--- config.mk ---
export PLATFORM = sky130hd
export DESIGN_NAME = reorder_cmdq
export DESIGN_NICKNAME = d
export VERILOG_FILES = /design/src/rtl/cmdq_pkg.sv /design/src/rtl/cmdq_store.sv /design/src/rtl/cmdq_match.sv /design/src/rtl/cmdq_place.sv /design/src/rtl/reorder_cmdq.sv
export SDC_FILE = /design/constraint.sdc
export NUM_CORES = 1
export LEC_CHECK = 0
export ABC_CLOCK_PERIOD_IN_PS = 31300
export BUFFER_PORTS_ARGS = -buffer_cell sky130_fd_sc_hd__buf_2
export CORE_MARGIN = 1.5
export CORE_UTILIZATION = 45
export CTS_CLUSTER_SIZE = 40
export DETAILED_ROUTE_END_ITERATION = 8
export MAX_ROUTING_LAYER = met4
export PLACE_DENSITY = 0.65
export SLEW_MARGIN = 30
export SYNTH_ARGS = -nofsm -noshare
export SYNTH_HDL_FRONTEND = slang
export SYNTH_HIERARCHICAL = 1
export SYNTH_SLANG_ARGS = --single-unit
--- constraint.sdc ---
create_clock -name clk_i -period 31.3 [get_ports clk_i]
set_clock_uncertainty 0.1 [all_clocks]
set_input_delay 3.13 -clock clk_i [delete_from_list [all_inputs] [get_ports clk_i]]
set_output_delay 3.13 -clock clk_i [all_outputs]
set_load 0.01 [all_outputs]
--- src/rtl/cmdq_pkg.sv ---
package cmdq_pkg;
  parameter int unsigned BANK_W = 3;
  parameter int unsigned ROW_W  = 8;
  parameter int unsigned COL_W  = 8;
  parameter int unsigned SRC_W  = 4;
  parameter int unsigned PRIO_W = 2;
  parameter int unsigned WB_W   = 3;

  localparam int unsigned RULE_N = 6;
  // collision rules occupy the low half, ordering rules the high half
  localparam int unsigned COLL_N = 3;
  localparam int unsigned ORD_N  = RULE_N - COLL_N;

  typedef struct packed {
    logic              wr;
    logic [BANK_W-1:0] bank;
    logic [ROW_W-1:0]  row;
    logic [COL_W-1:0]  col;
    logic [SRC_W-1:0]  src;
    logic [PRIO_W-1:0] prio;
    logic [WB_W-1:0]   wb;
  } cmd_t;
endpackage

--- src/rtl/cmdq_store.sv ---
module cmdq_store
  import cmdq_pkg::*;
#(
  parameter int unsigned DEPTH = 8,
  localparam int unsigned CNT_W = $clog2(DEPTH + 1)
) (
  input  logic             clk_i,
  input  logic             rst_ni,
  input  logic             push_i,
  input  logic             pop_i,
  input  logic [CNT_W-1:0] pos_i,
  input  cmd_t             cmd_i,
  output cmd_t             view_o [DEPTH],
  output logic [CNT_W-1:0] cnt_view_o,
  output logic [CNT_W-1:0] cnt_o,
  output cmd_t             head_o
);
  cmd_t             q_q [DEPTH];
  cmd_t             nxt [DEPTH];
  logic [CNT_W-1:0] cnt_q;

  assign cnt_view_o = cnt_q - CNT_W'(pop_i);
  assign cnt_o      = cnt_q;
  assign head_o     = q_q[0];

  for (genvar i = 0; i < DEPTH; i++) begin : g_slot
    // view: contents as seen after this cycle's pop
    if (i < DEPTH - 1) begin : g_mid
      assign view_o[i] = pop_i ? q_q[i+1] : q_q[i];
    end else begin : g_last
      assign view_o[i] = pop_i ? '0 : q_q[i];
    end
    if (i == 0) begin : g_first
      assign nxt[i] = (push_i && pos_i == '0) ? cmd_i : view_o[i];
    end else begin : g_rest
      always_comb begin
        if (!push_i || pos_i > CNT_W'(i)) nxt[i] = view_o[i];
        else if (pos_i == CNT_W'(i))      nxt[i] = cmd_i;
        else                              nxt[i] = view_o[i-1];
      end
    end
  end

  always_ff @(posedge clk_i or negedge rst_ni) begin
    if (!rst_ni) begin
      cnt_q <= '0;
      for (int i = 0; i < DEPTH; i++) q_q[i] <= '0;
    end else if (push_i || pop_i) begin
      cnt_q <= cnt_view_o + CNT_W'(push_i);
      for (int i = 0; i < DEPTH; i++) q_q[i] <= nxt[i];
    end
  end
endmodule

--- src/rtl/cmdq_match.sv ---
module cmdq_match
  import cmdq_pkg::*;
#(
  parameter int unsigned DEPTH = 8,
  localparam int unsigned CNT_W = $clog2(DEPTH + 1)
) (
  input  cmd_t              view_i [DEPTH],
  input  logic [CNT_W-1:0]  cnt_view_i,
  input  cmd_t              cmd_i,
  input  logic [COLL_N-1:0] coll_en_i,
  output logic [DEPTH-1:0]  coll_o,
  output logic [DEPTH-1:0]  less_o,
  output logic [DEPTH-1:0]  more_o,
  output logic [DEPTH-1:0]  bank_eq_o,
  output logic [DEPTH-1:0]  wr_eq_o
);
  for (genvar i = 0; i < DEPTH; i++) begin : g_cmp
    logic live, addr_hit, src_hit, wb_hit;
    assign live     = CNT_W'(i) < cnt_view_i;
    assign addr_hit = coll_en_i[0] && view_i[i].bank == cmd_i.bank && view_i[i].row == cmd_i.row;
    assign src_hit  = coll_en_i[1] && view_i[i].src == cmd_i.src;
    assign wb_hit   = coll_en_i[2] && view_i[i].wb == cmd_i.wb;
    assign coll_o[i]    = live && (addr_hit || src_hit || wb_hit);
    assign less_o[i]    = live && view_i[i].prio < cmd_i.prio;
    assign more_o[i]    = live && view_i[i].prio > cmd_i.prio;
    assign bank_eq_o[i] = live && view_i[i].bank == cmd_i.bank;
    assign wr_eq_o[i]   = live && view_i[i].wr == cmd_i.wr;
  end
endmodule

--- src/rtl/cmdq_place.sv ---
module cmdq_place
  import cmdq_pkg::*;
#(
  parameter int unsigned DEPTH = 8,
  localparam int unsigned CNT_W = $clog2(DEPTH + 1)
) (
  input  logic             place_en_i,
  input  logic [ORD_N-1:0] ord_en_i,   // 0 priority, 1 bank split, 2 rw group
  input  logic             lock_i,     // offered head may not be displaced
  input  logic [CNT_W-1:0] cnt_i,
  input  logic [DEPTH-1:0] coll_i,
  input  logic [DEPTH-1:0] less_i,
  input  logic [DEPTH-1:0] more_i,
  input  logic [DEPTH-1:0] bank_eq_i,
  input  logic [DEPTH-1:0] wr_eq_i,
  output logic [CNT_W-1:0] pos_o
);
  logic [DEPTH:0] pred_bank, pred_wr, succ_wr;
  int lb, t, s, best, sc, best_sc;
  logic found;

  assign pred_bank = {bank_eq_i, 1'b0};
  assign pred_wr   = {wr_eq_i, 1'b0};
  assign succ_wr   = {1'b0, wr_eq_i};

  always_comb begin
    // lower bound from collisions
    lb = 0;
    for (int i = 0; i < DEPTH; i++) if (coll_i[i]) lb = i + 1;
    if (lock_i && lb == 0) lb = 1;
    // priority target
    t = int'(cnt_i);
    found = 1'b0;
    for (int i = 0; i < DEPTH; i++) begin
      if (ord_en_i[0] && !found && i >= lb && more_i[i]) begin
        t = i;
        found = 1'b1;
      end
    end
    // start of the equal-priority window
    s = lb;
    for (int i = 0; i < DEPTH; i++)
      if (ord_en_i[0] && i >= lb && i < t && less_i[i]) s = i + 1;
    // tie breaking, latest wins
    best = t;
    best_sc = -1;
    sc = 0;
    for (int p = 0; p <= DEPTH; p++) begin
      if (p >= s && p <= t) begin
        sc = 0;
        if (ord_en_i[1] && !pred_bank[p]) sc = sc + 2;
        if (ord_en_i[2] && (pred_wr[p] || succ_wr[p])) sc = sc + 1;
        if (sc >= best_sc) begin
          best = p;
          best_sc = sc;
        end
      end
    end
    pos_o = place_en_i ? CNT_W'(best) : cnt_i;
  end
endmodule

--- src/rtl/reorder_cmdq.sv ---
module reorder_cmdq
  import cmdq_pkg::*;
#(
  parameter int unsigned DEPTH = 8,
  localparam int unsigned CNT_W = $clog2(DEPTH + 1)
) (
  input  logic              clk_i,
  input  logic              rst_ni,
  input  logic              place_en_i,
  input  logic [RULE_N-1:0] rule_en_i,
  input  logic              in_valid_i,
  output logic              in_ready_o,
  input  logic              in_wr_i,
  input  logic [BANK_W-1:0] in_bank_i,
  input  logic [ROW_W-1:0]  in_row_i,
  input  logic [COL_W-1:0]  in_col_i,
  input  logic [SRC_W-1:0]  in_src_i,
  input  logic [PRIO_W-1:0] in_prio_i,
  input  logic [WB_W-1:0]   in_wb_i,
  output logic              out_valid_o,
  input  logic              out_ready_i,
  output logic              out_wr_o,
  output logic [BANK_W-1:0] out_bank_o,
  output logic [ROW_W-1:0]  out_row_o,
  output logic [COL_W-1:0]  out_col_o,
  output logic [SRC_W-1:0]  out_src_o,
  output logic [PRIO_W-1:0] out_prio_o,
  output logic [WB_W-1:0]   out_wb_o
);
  cmd_t             new_cmd, head;
  cmd_t             view [DEPTH];
  logic [CNT_W-1:0] cnt, cnt_view, pos;
  logic             push, pop, lock;
  logic [DEPTH-1:0] coll, less, more, bank_eq, wr_eq;

  assign new_cmd = '{wr: in_wr_i, bank: in_bank_i, row: in_row_i, col: in_col_i,
                     src: in_src_i, prio: in_prio_i, wb: in_wb_i};

  assign pop        = out_ready_i && cnt != '0;
  assign in_ready_o = cnt != CNT_W'(DEPTH) || out_ready_i;
  assign push       = in_valid_i && in_ready_o;
  assign lock       = !pop && cnt != '0;

  cmdq_store #(.DEPTH(DEPTH)) i_store (
    .clk_i, .rst_ni, .push_i(push), .pop_i(pop), .pos_i(pos), .cmd_i(new_cmd),
    .view_o(view), .cnt_view_o(cnt_view), .cnt_o(cnt), .head_o(head)
  );

  cmdq_match #(.DEPTH(DEPTH)) i_match (
    .view_i(view), .cnt_view_i(cnt_view), .cmd_i(new_cmd),
    .coll_en_i(rule_en_i[COLL_N-1:0]),
    .coll_o(coll), .less_o(less), .more_o(more), .bank_eq_o(bank_eq), .wr_eq_o(wr_eq)
  );

  cmdq_place #(.DEPTH(DEPTH)) i_place (
    .place_en_i, .ord_en_i(rule_en_i[RULE_N-1:COLL_N]), .lock_i(lock), .cnt_i(cnt_view),
    .coll_i(coll), .less_i(less), .more_i(more), .bank_eq_i(bank_eq), .wr_eq_i(wr_eq),
    .pos_o(pos)
  );

  assign out_valid_o = cnt != '0;
  assign out_wr_o    = head.wr;
  assign out_bank_o  = head.bank;
  assign out_row_o   = head.row;
  assign out_col_o   = head.col;
  assign out_src_o   = head.src;
  assign out_prio_o  = head.prio;
  assign out_wb_o    = head.wb;
endmodule

**Word level (Yosys, flattened, before mapping)**

Cells that the tools add are included.

- Register bits: 236
- Bits of input ports: 40

- Add/sub/neg operators: 11
- Order comparisons: 74
- Equal/unequal tests: 49
- Mux-type cells: 126
- Reduce and logical (&&, ||, !) cells: 202

Operators by type and width:

| cell | number |
|---|---|
| 2-to-1 mux 32 bit | 59 |
| 2-to-1 mux 29 bit | 23 |
| adder 32 x 2 -> 32 bit, second input constant | 9 |
| greater-or-equal comparator 32 bit | 8 |
| greater-or-equal comparator 4 x 32 -> 1 bit, first input constant | 8 |
| logical AND 1 bit | 149 |
| greater-or-equal comparator 3 x 32 -> 1 bit, first input constant | 4 |
| 2-to-1 mux 4 bit | 27 |
| equality test 8 bit | 8 |
| greater-or-equal comparator 1 x 32 -> 1 bit, first input constant | 2 |
| greater-or-equal comparator 2 x 32 -> 1 bit, first input constant | 2 |
| equality test 3 bit | 16 |
| equality test 4 bit | 8 |
| greater-or-equal comparator 32 x 1 -> 1 bit, second input constant | 1 |
| greater-or-equal comparator 5 x 32 -> 1 bit, first input constant | 1 |
| zero test 32 bit | 1 |
| logical OR 1 bit | 32 |
| < comparator 3 x 4 -> 1 bit, first input constant | 8 |
| 2-to-1 mux 2 bit | 9 |
| zero test 1 bit | 17 |
| equality test 4 x 3 -> 1 bit, second input constant | 4 |
| > comparator 2 bit | 8 |
| > comparator 4 x 3 -> 1 bit, second input constant | 4 |
| <= comparator 3 x 4 -> 1 bit, first input constant | 4 |
| 19 further kinds | 50 |

**Logic depth before layout (Yosys ltp)**

Gate-level depths: netlist of the first run.

- Depth in word-level cells: 108
- Depth in mapped cells: 82
- Mapped depth without buffers: 74

**Cells and area by module**

The synthesis of the first run kept the hierarchy.

By module, submodules not included:

| module | times used | cells each | area each (sq um) |
|---|---|---|---|
| cmdq_store | 1 | 1474 | 13621.8 |
| cmdq_match | 1 | 334 | 2456.1 |
| cmdq_place | 1 | 289 | 2029.4 |
| reorder_cmdq | 1 | 9 | 47.5 |

**Least setup slack after synthesis of the first run**

OpenSTA, ideal clock, no wires.

- Path type: input to register
- From: input port out_ready_i
- To: register, netlist name i_store/q_q[178]
- Setup time: 0.132 ns
- Arrival time: 17.028 ns
- Data required time: 31.068 ns
- Slack: 14.040 ns
- Stages: 76
- Buffers on the path: 9
- Cell sequence: inv_1 > nor2_1 > clkbuf_1 > buf_2 > buf_2 > mux2_2 > xnor2_1 > nand4_1 > or4_1 > a21oi_1 > buf_2 > a22oi_1 > o31a_1 > buf_4 > or4_1 > a22o_1 > a311oi_2 > and4_1 > (+40 left out) > nand2b_1 > a21oi_1 > a21oi_1 > a311oi_1 > a21boi_1 > ha_1 > inv_1 > a21boi_0 > o31a_1 > nand2b_1 > o22ai_1 > a31o_1 > buf_4 > or4b_4 > buf_6 > buf_2 > o211ai_1 > o21ai_0

RTL lines:

| item | RTL line | RTL |
|---|---|---|
| start: declaration | reorder_cmdq.sv:21 | `input logic out_ready_i,` |

==> metrics.cfg, run 1 <==
[outcome]
status = completed

[drt]
vias = 14800
wl_per_cell_um = 18.7
drt-initial-drc-count = 1034
dr.pass1.iters = 5
drc = 0
wl_um = 48300
routed_via_density = 5.73
ant_nets = 0

[timing]
finalSetupViolations = 0
min_period_ns = 21.04
relSlewSlack = 0.289
hold_viol_final = 0
maxSlewViolCount = 0
finalCritPeriodShare = 0.672
setup_tns_ns = 0
fmax_mhz = 47.5
max_slew.worst_pin.slew_ns = 1.07
rsz0062_at_grt = no

[clock_tree]
clk_latency_ns = 0.56
cts_tree = done
cts_setup_buffers = 0
clockBufferDepth = 3
clkSlewWorstSetupHoldPaths_ns = 0.06
clock-sinks = 236
cts_buffers = 29
post_cts_resized = 0
h-tree-depth = 1
ctsHoldBuffers = 0
cts_root_buf = clkbuf_16

[setup_path]
critical_path.top_delay_family = compound AO/OA/AOI/OAI gates
setup.worst_path.start_class = input pin
path_common_cell = a21oi_1
reg2reg_slack_ns = 12.42
worstPathMaxFanout = 56
worstPathRequired_ns = 31.61
cp_slowest_stage_delay_ns = 0.85
endpoint_kind = flip-flop
path_buf_inv = 9
crit_arrival_ns = 21.34
critPathSlowestCell = nand4bb_2
path_class = input pin to flip-flop

[floorplan]
pin_count = 71
dieArea_mm2 = 0.0414
placementRows = 73
fp.dieW_um = 203
start_util = 0.456
die_h_um = 203
core_area_mm2 = 0.0396

[finish]
fillerInstances = 3816
layout-drive-gt1-share = 0.161
final_cell_mix = dfrtp_1, nor2_1, nand2_1
final_common_cell = dfrtp_1
syn2layout_area_growth_pct = 7.43
nets = 2109
antennaDiodeCount = 0

[placement]
port_buffers = 70
place_hpwl_um = 33400
gp_congestion = 0.949

[global_route]
grt_max_degree = 140
grt_pass1_vias = 14400
overflow = 0
grtUsageTotal = 0.241
grt_pass1_wl_um = 78500
antenna_found_initial = 1

[synthesis]
synth_cells = 2088
synthesis.area_mm2 = 0.0181
synth_nets = 2163
yosysWarnings = 6
syn_avg_cell_area_um2 = 8.66

[run]
maxCapViolations = 0

[worst_hold_path]
hp-class = flip-flop to flip-flop

[per-stage QoR]
step	std cells	hold WS, ns	util	setup slack, ns	cell area [um^2]
after floorplan	2088	0.435	-	14.04	18100
after CTS	2580	0.485	0.489	10.40	19400
after global placement	2526	0.459	0.463	9.85	18300
after global routing	2581	0.519	0.490	8.94	19400
after detailed placement	2527	0.473	0.464	9.93	18400
final	2581	0.477	0.490	10.26	19400
[layer usage]
layer / share of wire / GRT usage / vias to the layer above
li1: - / - / 7201
met1: 0.47 / 0.327 / 7248
met2: 0.47 / 0.385 / 276
met3: 0.038 / 0.0238 / 59
met4: 0.022 / 0.0630 / 0
met5: 0 / - / -
[worst reg2reg max path: cells and delay by family (launching register included)]
family	cells	cell delay, ns
mux	1	0.37
compound gates	31	7.74
fa+ha+maj	8	2.15
buf+inv	7	2.21
simple gates	23	5.51
flops	1	0.49
xor+xnor	1	0.17
[final timing paths]
| kind | startpoint | to | depth (start not counted) |
|---|---|---|---|
| max | out_ready_i | i_store/q_q[64]$_DFFE_PN0P_ | 72 |
| min in group asynchronous | rst_ni | i_store/q_q[99]$_DFFE_PN0P_ | 1 |
| min | i_store/head_o[11]$_DFFE_PN0P_ | i_store/head_o[11]$_DFFE_PN0P_ | 2 |
| min reg2reg | i_store/head_o[11]$_DFFE_PN0P_ | i_store/head_o[11]$_DFFE_PN0P_ | 2 |
| max reg2reg | i_store/cnt_o[2]$_DFFE_PN0P_ | i_store/q_q[64]$_DFFE_PN0P_ | 71 |
| max in group asynchronous | rst_ni | i_store/head_o[0]$_DFFE_PN0P_ | 2 |
[sequential cells by signal, summed over array words and instances, names as in the netlist]
register,cells
i_store/q_q,203
i_store/cnt_o,4
i_store/head_o,29
[area by class of cell]
class / instances / area (um^2) / area share
Inverter: 102 / 383 / 0.0197
Clock inverter: 11 / 121 / 0.00625
Sequential cell: 236 / 5910 / 0.304
Clock buffer: 42 / 855 / 0.0440
Timing Repair Buffer: 98 / 623 / 0.0321
Multi-Input combinational cell: 1567 / 10900 / 0.560
Tap cell: 525 / 657 / 0.0338
Power of run 1 is not shown: default switching activity piles up to over one toggle a cycle in this logic, so the estimate is an artifact.
==> run 2, diff against run 1 <==
- ABC_CLOCK_PERIOD_IN_PS: 31300 -> 20300
- clock period: 31.3 -> 20.3 ns (I/O delays scaled with it)
==> metrics.cfg, run 2 (same netlist as run 1, synthesis figures left out) <==
[drt]
ant_nets = 0  ; unchanged
dr.pass1.iters = 5  ; unchanged
routed_via_density = 5.76  ; +0.55%
wl_um = 48900  ; +1.3%
drc = 0  ; unchanged
vias = 14900  ; +0.90%
wl_per_cell_um = 18.9  ; +0.96%
drt-initial-drc-count = 1023  ; -1.1%

[finish]
multiInputGateArea_mm2 = 0.0109  ; about the same
regMostFlops = i_store/q_q
final_cell_mix = dfrtp_1, nor2_1, nand2_1
syn2layout_area_growth_pct = 7.52  ; about the same
fillerInstances = 3830  ; +0.37%
fin_util = 0.490  ; about the same
largest_reg_flops = 203  ; unchanged
layout-drive-gt1-share = 0.163  ; +0.00221
nets = 2120  ; +0.52%
final_common_cell = dfrtp_1
instances_no_fill = 2590  ; +0.35%
antennaDiodeCount = 0  ; unchanged
seqCellArea_mm2 = 0.00591  ; unchanged

[clock_tree]
h-tree-depth = 1  ; unchanged
clock-sinks = 236  ; unchanged
clockBufferDepth = 3  ; unchanged
ctsHoldBuffers = 0  ; unchanged
cts_buffers = 27  ; -6.9%
clkSlewWorstSetupHoldPaths_ns = 0.06  ; about the same
clk_latency_ns = 0.55  ; about the same
cts_tree = done
cts_root_buf = clkbuf_16

[timing]
min_period_ns = 18.93
fmax_mhz = 52.8
setup_tns_ns = 0  ; unchanged
rsz0062_at_grt = no
hold_viol_final = 0  ; unchanged
maxSlewViolCount = 0  ; unchanged
finalSetupViolations = 0  ; unchanged
finalCritPeriodShare = 0.933
relSlewSlack = 0.329  ; +0.0395
max_slew.worst_pin.slew_ns = 0.999  ; -0.0675 ns
hold_ws_ns = 0.484  ; +0.00731 ns

[floorplan]
start_util = 0.456  ; unchanged
dieArea_mm2 = 0.0414  ; unchanged
fp.dieW_um = 203  ; unchanged
die_h_um = 203  ; unchanged
core_area_mm2 = 0.0396  ; unchanged
placementRows = 73  ; unchanged
pin_count = 71  ; unchanged

[placement]
placed_cells = 2538  ; +0.44%
port_buffers = 70  ; unchanged
place_hpwl_um = 34000  ; +1.8%
gp_congestion = 0.944  ; -0.54%

[setup_path]
path_class = input pin to flip-flop
critical_path.top_delay_family = compound AO/OA/AOI/OAI gates
critPathSlowestCell = or4b_2
endpoint_kind = flip-flop
cp_slowest_stage_delay_ns = 1.02  ; +0.17 ns
worstPathRequired_ns = 20.62  ; -10.99 ns
reg2reg_from = i_store/cnt_o[2]$_DFFE_PN0P_
path_buf_inv = 9  ; unchanged
crit_start = out_ready_i
crit_arrival_ns = 19.26  ; -2.08 ns
setup.worst_path.start_class = input pin
worstPathMaxFanout = 74  ; +32%
path_common_cell = a21oi_1

[run]
maxCapViolations = 0  ; unchanged

[global_route]
grt_max_degree = 107  ; -24%
antenna_found_initial = 0  ; -1
overflow = 0  ; unchanged
grt_pass1_vias = 14600  ; +1.2%
grtUsageTotal = 0.241  ; +0.000672
grt_pass1_wl_um = 78400  ; -0.12%

[outcome]
status = completed

[worst_hold_path]
hp-class = flip-flop to flip-flop
min_from = i_store/head_o[10]$_DFFE_PN0P_

-- run 2: cell types whose count changed in the layout (fill, tap and decap cells not counted), sizes merged --
cell	delta
buf	+12
clkinvlp	-1
bufinv	-2
clkinv	-2
clkbuf	+2
-- run 2: final cells by class --
type / count / share of cell area
multi-input combinational: 1567 / 0.559
sequential: 236 / 0.304
clock buffer: 43 / 0.0425
timing repair buffer: 111 / 0.0393
tap: 525 / 0.0338
inverter: 102 / 0.0197
clock inverter: 6 / 0.00193
-- run 2: layer usage --
metal,part of all wire,GRT usage,vias up
li1,-,-,7226
met1,0.45,0.317,7240
met2,0.47,0.387,359
met3,0.045,0.0280,92
met4,0.031,0.0810,0
met5,0,-,-
-- run 2: repair_timing --
| action | 4_1_cts | 5_1_grt |
|---|---|---|
| setup buffers | 0 | 0 |
| resized for setup | 0 | 4 |
| setup endpoints to repair | 0 | 67 |
-- run 2: worst min-delay path: cells and delay by family (launching register included) --
kind	cells	cell delay [ns]
flops	1	0.34
mux	1	0.08
compound gates	1	0.12
-- run 2: worst paths after layout --
| check | end | slack [ns] | depth (start not counted) |
|---|---|---|---|
| max | i_store/q_q[112]$_DFFE_PN0P_ | 1.37 | 72 |
| min | i_store/head_o[10]$_DFFE_PN0P_ | 0.48 | 2 |
| max reg2reg | i_store/q_q[112]$_DFFE_PN0P_ | 2.47 | 71 |
| min reg2reg | i_store/head_o[10]$_DFFE_PN0P_ | 0.48 | 2 |
| max in group asynchronous | i_store/cnt_o[2]$_DFFE_PN0P_ | 17.18 | 3 |
| min in group asynchronous | i_store/q_q[98]$_DFFE_PN0P_ | 1.22 | 1 |
-- run 2: per-stage QoR --
stage | instance area, um^2 | setup slack, ns
6_report | 19400 | 1.37
5_1_grt | 19400 | 0.0266
4_1_cts | 19400 | 1.39
3_5_place_dp | 18500 | 0.929
3_3_place_gp | 18500 | 1.26
2_1_floorplan | 18100 | 4.14
Power of run 2 is left out for the same reason.
